**src/rtl/hdbp_pkg.sv**
```systemverilog
package hdbp_pkg;
  typedef enum logic [1:0] {
    ST_IDLE = 2'd0,
    ST_JAM  = 2'd1,
    ST_APP  = 2'd2
  } tx_state_e;
endpackage

```
**src/rtl/hdbp_req_gen.sv**
```systemverilog
module hdbp_req_gen #(
  parameter int unsigned LVL_W = 13
) (
  input  logic             clk_i,
  input  logic             rst_ni,
  input  logic             txfc_en_i,
  input  logic             hwfc_en_i,
  input  logic             half_duplex_i,
  input  logic             sw_req_i,
  input  logic             sb_req_i,
  input  logic [LVL_W-1:0] rxq_level_i,
  input  logic [LVL_W-1:0] rxq_thr_i,
  output logic             bp_o
);
  logic thr_hit;
  logic any_req;

  assign thr_hit = hwfc_en_i && (rxq_level_i > rxq_thr_i);
  assign any_req = sw_req_i || sb_req_i || thr_hit;
  assign bp_o    = txfc_en_i && half_duplex_i && any_req;


  txfc_off_chk: assert property (@(posedge clk_i) disable iff (!rst_ni)
    !txfc_en_i |-> !bp_o);

  full_dup_chk: assert property (@(posedge clk_i) disable iff (!rst_ni)
    !half_duplex_i |-> !bp_o);
endmodule

```
**src/rtl/hdbp_rx_edge.sv**
```systemverilog
module hdbp_rx_edge (
  input  logic clk_i,
  input  logic rst_ni,
  input  logic rx_active_i,
  output logic rise_o
);
  logic rx_q;

  always_ff @(posedge clk_i or negedge rst_ni) begin
    if (!rst_ni) rx_q <= 1'b0;
    else         rx_q <= rx_active_i;
  end

  assign rise_o = rx_active_i && !rx_q;
endmodule

```
**src/rtl/hdbp_tx_arb.sv**
```systemverilog
module hdbp_tx_arb
  import hdbp_pkg::*;
#(
  parameter int unsigned         DATA_W   = 8,
  parameter int unsigned         JAM_LEN  = 32,
  parameter logic [DATA_W-1:0]   JAM_BYTE = 8'h55
) (
  input  logic              clk_i,
  input  logic              rst_ni,
  input  logic              bp_i,
  input  logic              rx_rise_i,
  input  logic              app_valid_i,
  input  logic [DATA_W-1:0] app_data_i,
  input  logic              app_last_i,
  output logic              app_ready_o,
  output logic              tx_valid_o,
  output logic [DATA_W-1:0] tx_data_o
);
  localparam int unsigned CNT_W = $clog2(JAM_LEN + 1);
  localparam logic [CNT_W-1:0] CNT_END = CNT_W'(JAM_LEN);

  tx_state_e         state_q;
  logic [CNT_W-1:0]  cnt_q;
  logic              jam_go;
  logic              app_fire;

  // jam only from idle: a busy line skips the trigger
  assign jam_go      = (state_q == ST_IDLE) && bp_i && rx_rise_i;
  assign app_ready_o = (state_q == ST_APP) || ((state_q == ST_IDLE) && !jam_go);
  assign app_fire    = app_valid_i && app_ready_o;

  always_ff @(posedge clk_i or negedge rst_ni) begin
    if (!rst_ni) begin
      state_q    <= ST_IDLE;
      cnt_q      <= '0;
      tx_valid_o <= 1'b0;
      tx_data_o  <= '0;
    end else begin
      unique case (state_q)
        ST_IDLE: begin
          if (jam_go) begin
            state_q    <= ST_JAM;
            cnt_q      <= CNT_W'(1);
            tx_valid_o <= 1'b1;
            tx_data_o  <= JAM_BYTE;
          end else if (app_fire) begin
            state_q    <= app_last_i ? ST_IDLE : ST_APP;
            tx_valid_o <= 1'b1;
            tx_data_o  <= app_data_i;
          end else begin
            tx_valid_o <= 1'b0;
          end
        end
        ST_JAM: begin
          if (cnt_q == CNT_END) begin
            state_q    <= ST_IDLE;
            cnt_q      <= '0;
            tx_valid_o <= 1'b0;
          end else begin
            cnt_q      <= cnt_q + CNT_W'(1);
            tx_valid_o <= 1'b1;
            tx_data_o  <= JAM_BYTE;
          end
        end
        ST_APP: begin
          if (app_fire) begin
            if (app_last_i) state_q <= ST_IDLE;
            tx_valid_o <= 1'b1;
            tx_data_o  <= app_data_i;
          end else begin
            tx_valid_o <= 1'b0;
          end
        end
        default: begin
          state_q    <= ST_IDLE;
          tx_valid_o <= 1'b0;
        end
      endcase
    end
  end

  // checker: length of each jam burst
  logic [CNT_W:0] run_q;
  always_ff @(posedge clk_i or negedge rst_ni) begin
    if (!rst_ni)                run_q <= '0;
    else if (state_q == ST_JAM) run_q <= run_q + 1'b1;
    else                        run_q <= '0;
  end


  jam_len_chk: assert property (@(posedge clk_i) disable iff (!rst_ni)
    (state_q != ST_JAM && run_q != 0) |-> run_q == (CNT_W+1)'(JAM_LEN));

  jam_byte_chk: assert property (@(posedge clk_i) disable iff (!rst_ni)
    (state_q == ST_JAM) |-> (tx_valid_o && tx_data_o == JAM_BYTE));

  jam_cause_chk: assert property (@(posedge clk_i) disable iff (!rst_ni)
    (state_q == ST_IDLE && bp_i && rx_rise_i) |=> state_q == ST_JAM);

  no_preempt_chk: assert property (@(posedge clk_i) disable iff (!rst_ni)
    (state_q == ST_APP) |=> state_q != ST_JAM);

  app_fwd_chk: assert property (@(posedge clk_i) disable iff (!rst_ni)
    (app_valid_i && app_ready_o) |=> (tx_valid_o && tx_data_o == $past(app_data_i)));

  ready_jam_chk: assert property (@(posedge clk_i) disable iff (!rst_ni)
    (state_q == ST_JAM) |-> !app_ready_o);
endmodule

```
**src/rtl/hdbp_jam_gen.sv**
```systemverilog
module hdbp_jam_gen #(
  parameter int unsigned       LVL_W    = 13,
  parameter int unsigned       DATA_W   = 8,
  parameter int unsigned       JAM_LEN  = 32,
  parameter logic [DATA_W-1:0] JAM_BYTE = 8'h55
) (
  input  logic              clk_i,
  input  logic              rst_ni,
  input  logic              txfc_en_i,
  input  logic              hwfc_en_i,
  input  logic              half_duplex_i,
  input  logic              sw_req_i,
  input  logic              sb_req_i,
  input  logic [LVL_W-1:0]  rxq_level_i,
  input  logic [LVL_W-1:0]  rxq_thr_i,
  input  logic              rx_active_i,
  input  logic              app_valid_i,
  input  logic [DATA_W-1:0] app_data_i,
  input  logic              app_last_i,
  output logic              app_ready_o,
  output logic              tx_valid_o,
  output logic [DATA_W-1:0] tx_data_o
);
  logic bp;
  logic rx_rise;

  hdbp_req_gen #(.LVL_W(LVL_W)) i_req (
    .clk_i        (clk_i),
    .rst_ni       (rst_ni),
    .txfc_en_i    (txfc_en_i),
    .hwfc_en_i    (hwfc_en_i),
    .half_duplex_i(half_duplex_i),
    .sw_req_i     (sw_req_i),
    .sb_req_i     (sb_req_i),
    .rxq_level_i  (rxq_level_i),
    .rxq_thr_i    (rxq_thr_i),
    .bp_o         (bp)
  );

  hdbp_rx_edge i_edge (
    .clk_i      (clk_i),
    .rst_ni     (rst_ni),
    .rx_active_i(rx_active_i),
    .rise_o     (rx_rise)
  );

  hdbp_tx_arb #(
    .DATA_W  (DATA_W),
    .JAM_LEN (JAM_LEN),
    .JAM_BYTE(JAM_BYTE)
  ) i_arb (
    .clk_i      (clk_i),
    .rst_ni     (rst_ni),
    .bp_i       (bp),
    .rx_rise_i  (rx_rise),
    .app_valid_i(app_valid_i),
    .app_data_i (app_data_i),
    .app_last_i (app_last_i),
    .app_ready_o(app_ready_o),
    .tx_valid_o (tx_valid_o),
    .tx_data_o  (tx_data_o)
  );
endmodule

```
**config.mk**
```make
export PLATFORM = sky130hd
export DESIGN_NAME = hdbp_jam_gen
export DESIGN_NICKNAME = d
export VERILOG_FILES = /design/src/rtl/hdbp_pkg.sv /design/src/rtl/hdbp_req_gen.sv /design/src/rtl/hdbp_rx_edge.sv /design/src/rtl/hdbp_tx_arb.sv /design/src/rtl/hdbp_jam_gen.sv
export SDC_FILE = /design/constraint.sdc
export NUM_CORES = 1
export LEC_CHECK = 0
export ABC_CLOCK_PERIOD_IN_PS = 2100
export BUFFER_PORTS_ARGS = -buffer_cell sky130_fd_sc_hd__buf_2
export CAP_MARGIN = 30
export CORE_MARGIN = 2
export CORE_UTILIZATION = 44
export CTS_CLUSTER_DIAMETER = 60
export DETAILED_ROUTE_END_ITERATION = 16
export PLACE_DENSITY = 0.76
export SLEW_MARGIN = 5
export SYNTH_ARGS = -nofsm -noshare
export SYNTH_HDL_FRONTEND = slang
export SYNTH_SLANG_ARGS = --single-unit
```
**constraint.sdc**
```tcl
create_clock -name clk_i -period 2.1 [get_ports clk_i]
set_input_delay 0.42 -clock clk_i [delete_from_list [all_inputs] [get_ports clk_i]]
set_output_delay 0.42 -clock clk_i [all_outputs]
set_load 0.1 [all_outputs]
```
==> results of run 1 <==
[cell families after synthesis]
family,Yosys count,share of synthesized area [%]
buffers and inverters,26,7.05
AOI/OAI and AO/OA,47,24.8
adders and majority gates,19,17.2
DFF,18,32.5
and+or+nand+nor,44,18.4
[state kept, by name, indices dropped and copies added, names as in the netlist]
name              count
i_arb.state_q         2
i_arb.tx_valid_o      1
i_edge.rx_q           1
i_arb.cnt_q           6
i_arb.tx_data_o       8
[through the flow]
stage	setup slack, ns	hold WS, ns
floorplan	-0.113	0.124
detailed placement	-0.373	0.370
global route	-0.326	0.0596
CTS	-0.247	0.0390
finish	-0.275	0.0343
global placement	-0.331	0.365
[power by group through the flow]
stage	sequential [mW]	combinational, mW	clock (mW)
floorplan	1.08	0.629	0
global placement	0.525	1.51	0
detailed placement	0.533	1.55	0
CTS	0.529	1.58	0.222
global route	0.548	1.78	0.233
finish	0.530	1.69	0.220
[worst max-delay path: stages]
cell     delay [ns]
buf_6          0.07
inv_2          0.03
ha_4           0.26
nand4_1        0.18
nor4_4         0.24
buf_4          0.18
o31ai_4        0.07
a21oi_4        0.18
nand2_4        0.10
nand2_8        0.06
buf_12         0.17
[worst paths after layout]
path                                      endpoint  slack (ns)  depth (start not counted)
worst max-delay path                   app_ready_o       -0.27                         11
worst min-delay path            i_arb.tx_data_o[1]        0.03                          1
worst max register to register  i_arb.tx_data_o[4]       -0.13                         10
worst min register to register      i_arb.cnt_q[5]        0.52                          1
max in group asynchronous       i_arb.tx_data_o[2]        1.78                          1
min in group clk_i                     i_edge.rx_q        0.32                          2
[cell usage in the layout (no fill, tap or decap), types with 2 or more instances in the layout]
cell / n
a22o_1: 4
nand3_1: 6
ha_4: 13
buf_6: 13
nor2_1: 7
o21ai_1: 2
buf_2: 42
o211ai_1: 2
clkbuf_4: 3
a21oi_1: 7
a31o_2: 2
o21ai_0: 6
o31ai_1: 2
nand2b_1: 3
dfrtp_1: 18
inv_2: 10
nand4_1: 3
buf_4: 14
inv_1: 12
ha_1: 6
nand2_1: 9
a31oi_1: 7
nor3_1: 2
nor2b_1: 2
a221o_1: 4
[layout make-up]
class                           instances  area [µm²]  share of cell area (%)
Clock buffer                            4        36.3                    1.62
Inverter                               24         110                    4.92
Multi-Input combinational cell        110        1090                    48.7
Sequential cell                        18         450                    20.1
Tap cell                               44        55.1                    2.46
Timing Repair Buffer                   71         497                    22.2
[routing by layer]
metal / track usage, % / share of wire [%]
met1: 24.1 / 40
met2: 39.1 / 54
met3: 4.11 / 4.5
met4: 6.03 / 1.3
met5: 0 / 0
[repair_timing]
item / 4_1_cts / 5_1_grt
setup endpoints to repair: 6 / 15
pin swaps: 13 / 17
gates resized for setup: 16 / 21
setup buffers: 4 / 6
hold buffers: 0 / 0
==> summary.md, run 1 <==
| Metric | Value |
|---|---|
| Die H | `between 60 and 70 µm` |
| Final period util | `113%` |
| Max-slew headroom | `62.7%` |
| Register area share after synthesis | `32.5%` |
| Area leader, netlist | `dfrtp_1` |
| Reported net switching power | `between 1 and 1.5 mW` |
| Inst Count DP | `259` |
| Final slew viol count | `0` |
| Unique cell type count in the Yosys netlist | `38` |
| # fillers | `approximately 210` |
| Layout Nets | `between 200 and 300` |
| Commonest cells in the netlist | `inv_1 (24), ha_1 (19), dfrtp_1 (18)` |
| Layout area overhead | `61.8%` |
| RSZ-0062 raised after global routing | `yes` |
| Final Instance Area | `roughly 0.0022 mm²` |
| Final Hold Fails | `0` |
| Die Wd | `60.1 µm` |
| Min-delay worst type | `in -> async` |
| DP HPWL | `between 2000 and 3000 µm` |
| Leading post-synthesis cells by cell area | `dfrtp_1 (33%), ha_1 (17%), inv_1 (6.5%)` |
| GP Congestion | `about 0.83` |
| Final Worst Setup Slack | `-0.275 ns` |
| Worst Setup SP | `rxq_thr_i[3]` |
| Die area | `0.00361 mm²` |
| Worst Clk Skew | `roughly 0.0012 ns` |
| Share of cells above drive strength 1 | `50.7%` |
| Num ports | `between 50 and 60` |
| DR vias | `~1,500` |
| Mapped Nets | `between 200 and 250` |
| Netlist Area Pre-Place | `between 0.001 and 0.0015 mm²` |
| Final non-filler cell total | `between 200 and 300` |
| Mapped Cells | `154` |
| Seq pwr share | `between 20% and 30%` |
| Htree depth | `1` |
| Row count | `20` |
| Routed Antenna Nets | `0` |
| Setup violators final | `9` |
| Yosys top cell area share | `between 30% and 40%` |
| TNS Setup | `-1.21 ns` |
| CP Data Required Time | `1.68 ns` |
| Yosys warns | `0` |
| Net Sw Frac | `54.8%` |
| Post-synth ARST share | `100%` |
| Status | `complete, but fails checks` |
| Vias per cell | `about 5.4` |
| Post-synth EDFFs | `0` |
| Worst slew pin tran | `between 0.5 and 0.6 ns` |
| Static Leak | `1.04 nW` |
| Final Power | `2.44 mW` |
| Count leader, synth | `inv_1` |
| Nature of the critical path endpoint | `primary output` |
| Vias in the first global route | `roughly 1,400` |
| CTS Buffer Depth | `2` |
| Initial antenna violation count | `0` |
| Gr ovfl total | `0` |
| Clock Sinks | `18` |
| Core area | `0.00303 mm²` |
| PwrDens | `roughly 1100 mW/mm²` |
| Fin util | `74.0%` |
| Initial core utilization | `roughly 46%` |
| Wirelength per Cell | `~15 µm` |
| Failing checks | `negative setup slack` |
| First-pass GRT wire length | `about 5800 µm` |
| Worst-path clk slew | `around 0.11 ns` |
| FF-to-FF Start | `i_arb.state_q[0]` |
| Mean area per synthesized cell | `approximately 9 µm²` |
| Crit Path Category | `in -> out` |
| Antenna Cells | `0` |
| Register bit total from synthesis | `18` |
| Post-placement cell area | `0.00194 mm²` |
| Clock power share | `under 10%` |
| Worst IR drop on VDD | `1100 µV` |
| Clock latency on the worst-skew pair | `around 0.30 ns` |
| Fmax | `0.421 GHz` |
| Post-layout min period | `between 2 and 2.5 ns` |
| DR pass1 iterations | `4` |
| Int Power | `1.10 mW` |
| Drt first-iter violations | `63` |
| DR DRC count | `0` |
| Largest net degree at the start of global routing | `19` |
| IO Port Bufs | `53` |
| Top_reg_cell synth | `dfrtp_1` |
| CTS Buf Count | `3` |
| Final WL | `a little over 4000 µm` |
| Crit Path Max Fanout | `3` |
| MaxCap Viol Count | `0` |
| Root Buffer | `clkbuf_4` |
| CTS tree | `yes` |
| Critical path arrival | `about 2 ns` |
| Total GRT Usage | `around a fifth` |
| Critical Path Start Type | `input pin` |
| Share of power burned in combinational logic | `between 60% and 70%` |
Note: power is estimated with default switching activity, not from simulation.
==> inputs of run 2 (changes only) <==
--- a/config.mk
+++ b/config.mk
@@ -12,7 +12,7 @@
 export CORE_UTILIZATION = 44
 export CTS_CLUSTER_DIAMETER = 60
 export DETAILED_ROUTE_END_ITERATION = 16
-export PLACE_DENSITY = 0.76
+export PLACE_DENSITY_LB_ADDON = 0.15
 export SLEW_MARGIN = 5
 export SYNTH_ARGS = -nofsm -noshare
 export SYNTH_HDL_FRONTEND = slang
==> summary.md, run 2 (synthesized netlist as in run 1, its figures left out) <==
| Metric | Value |
|---|---|
| Status | `complete, but fails checks` |
| Failing checks | `negative setup slack` |
| Core area | `slightly above 0.003 mm²` |
| CP Data Required Time | `1.68 ns` |
| DP Worst Slack | `-0.347 ns` |
| Worst IR drop on VDD | `roughly 1000 µV` |
| MaxCap Viol Count | `0` |
| Crit Path Category | `in -> out` |
| Most frequent cells in the layout | `buf_2 (42), dfrtp_1 (18), inv_1 (14), buf_4 (14), ha_4 (11)` |
| Post-layout min period | `2.38 ns` |
| CTS tree | `yes` |
| Min-delay worst type | `in -> async` |
| Vias in the first global route | `1,428` |
| Worst Setup SP | `rxq_thr_i[10]` |
| FF-to-FF Start | `i_arb.state_q[0]` |
| GP Congestion | `between 0.8 and 0.9` |
| Die H | `approximately 60 µm` |
| Commonest non-fill, non-tap cell in the layout | `buf_2` |
| First-pass GRT wire length | `roughly 5800 µm` |
| Root Buffer | `clkbuf_4` |
| Post-placement cell area | `between 0.0015 and 0.002 mm²` |
| Fin util | `between 70 and 80%` |
| Setup violators final | `5` |
| Antenna Cells | `0` |
| CTS Buf Count | `3` |
| DR DRC count | `0` |
| Share of cells above drive strength 1 | `48.9%` |
| Num ports | `between 50 and 60` |
| IO Port Bufs | `53` |
| DR pass1 iterations | `6` |
| Total GRT Usage | `a little over a fifth` |
| DR vias | `~1,400` |
| Vias per cell | `5.40` |
| Final Instance Area | `0.00219 mm²` |
| Die Wd | `60.1 µm` |
| Wirelength per Cell | `roughly 15 µm` |
| Final WL | `~3900 µm` |
| Layout area overhead | `58.0%` |
| DP HPWL | `about 2800 µm` |
| Die area | `0.00361 mm²` |
| Critical Path Start Type | `input pin` |
| Top flop regs | `i_arb.tx_data_o (8), i_arb.cnt_q (6), i_arb.state_q (2)` |
| Initial core utilization | `a little under half` |
| RSZ-0062 raised after global routing | `yes` |
| Final Worst Setup Slack | `-0.282 ns` |
| Critical path arrival | `1.96 ns` |
| Drt first-iter violations | `between 50 and 60` |
| CTS Buffer Depth | `2` |
| Worst-path clk slew | `about 0.10 ns` |
| Htree depth | `1` |
| Worst slew pin tran | `0.505 ns` |
| PwrDens | `about 1100 mW/mm²` |
| Crit Path Max Fanout | `2` |
| Final period util | `113%` |
| Row count | `20` |
| Initial antenna violation count | `0` |
| Hold slack | `0.0286 ns` |
| Routed Antenna Nets | `0` |
| Final Power | `around 2.4 mW` |
| Largest net degree at the start of global routing | `19` |
| Final Hold Fails | `0` |
| Clock latency on the worst-skew pair | `0.30 ns` |
| Worst R2R Setup Slack | `-0.11 ns` |
| Hold_buf cts | `0` |
| Largest reg by FF count | `i_arb.tx_data_o` |
| Static Leak | `between 1 and 1.5 nW` |
| Nature of the critical path endpoint | `primary output` |
| Max-slew headroom | `roughly two thirds` |
| Worst Clk Skew | `0.00422 ns` |
| Fmax | `between 0.4 and 0.5 GHz` |
| Number of flip-flops in the largest register | `8` |
| Final slew viol count | `0` |
| Gr ovfl total | `0` |
| Clock Sinks | `18` |
| Layout Nets | `287` |
[run 2: routing by layer]
| metal | routed length [µm] | global-route usage (%) | vias up | share of wire (%) |
|---|---|---|---|---|
| li1 | - | - | 699 | - |
| met1 | 1620 | 23.9 | 685 | 41 |
| met2 | 2050 | 38.8 | 50 | 52 |
| met3 | 196 | 2.60 | 9 | 5.0 |
| met4 | 72 | 8.25 | 0 | 1.8 |
| met5 | 0 | 0 | - | 0 |
[run 2: timing repair]
item,4_1_cts,5_1_grt
resized for setup,14,17
buffers inserted,4,5
pin swaps,11,5
setup endpoints to repair,5,13
[run 2: layout make-up]
| type | instances | area [µm²] |
|---|---|---|
| multi-input combinational | 110 | 1080 |
| fill | 237 | 842 |
| timing repair buffer | 67 | 452 |
| sequential | 18 | 450 |
| inverter | 24 | 113 |
| tap | 44 | 55.1 |
| clock buffer | 4 | 36.3 |
[run 2: power by group]
part | internal [mW] | switching (mW) | total, mW | leakage (nW)
registers | 0.458 | 0.0695 | 0.527 | 0.226
logic | 0.503 | 1.14 | 1.64 | 0.776
clock network | 0.106 | 0.112 | 0.218 | 0.0210
[run 2: worst max-delay path, cell delays in order]
cell	delay, ns
buf_2	0.08
inv_1	0.06
ha_4	0.26
nand4_1	0.19
nor4_4	0.20
buf_4	0.18
o31ai_4	0.07
a21oi_4	0.17
nand2_4	0.09
nand2_8	0.06
buf_12	0.17
[run 2: through the flow]
step	cells	setup TNS [ns]
detailed placement	258	-4.06
global placement	258	-3.54
global route	267	-1.04
CTS	266	-1.21
finish	267	-0.759
floorplan	154	-0.189
[run 2: final timing paths]
kind | end | depth (start not counted)
max | app_ready_o | 11
min | i_arb.cnt_q[0] | 1
max reg2reg | i_arb.tx_data_o[4] | 9
min reg2reg | i_arb.tx_data_o[5] | 1
max in group asynchronous | i_arb.tx_data_o[6] | 1
min in group clk_i | i_edge.rx_q | 1
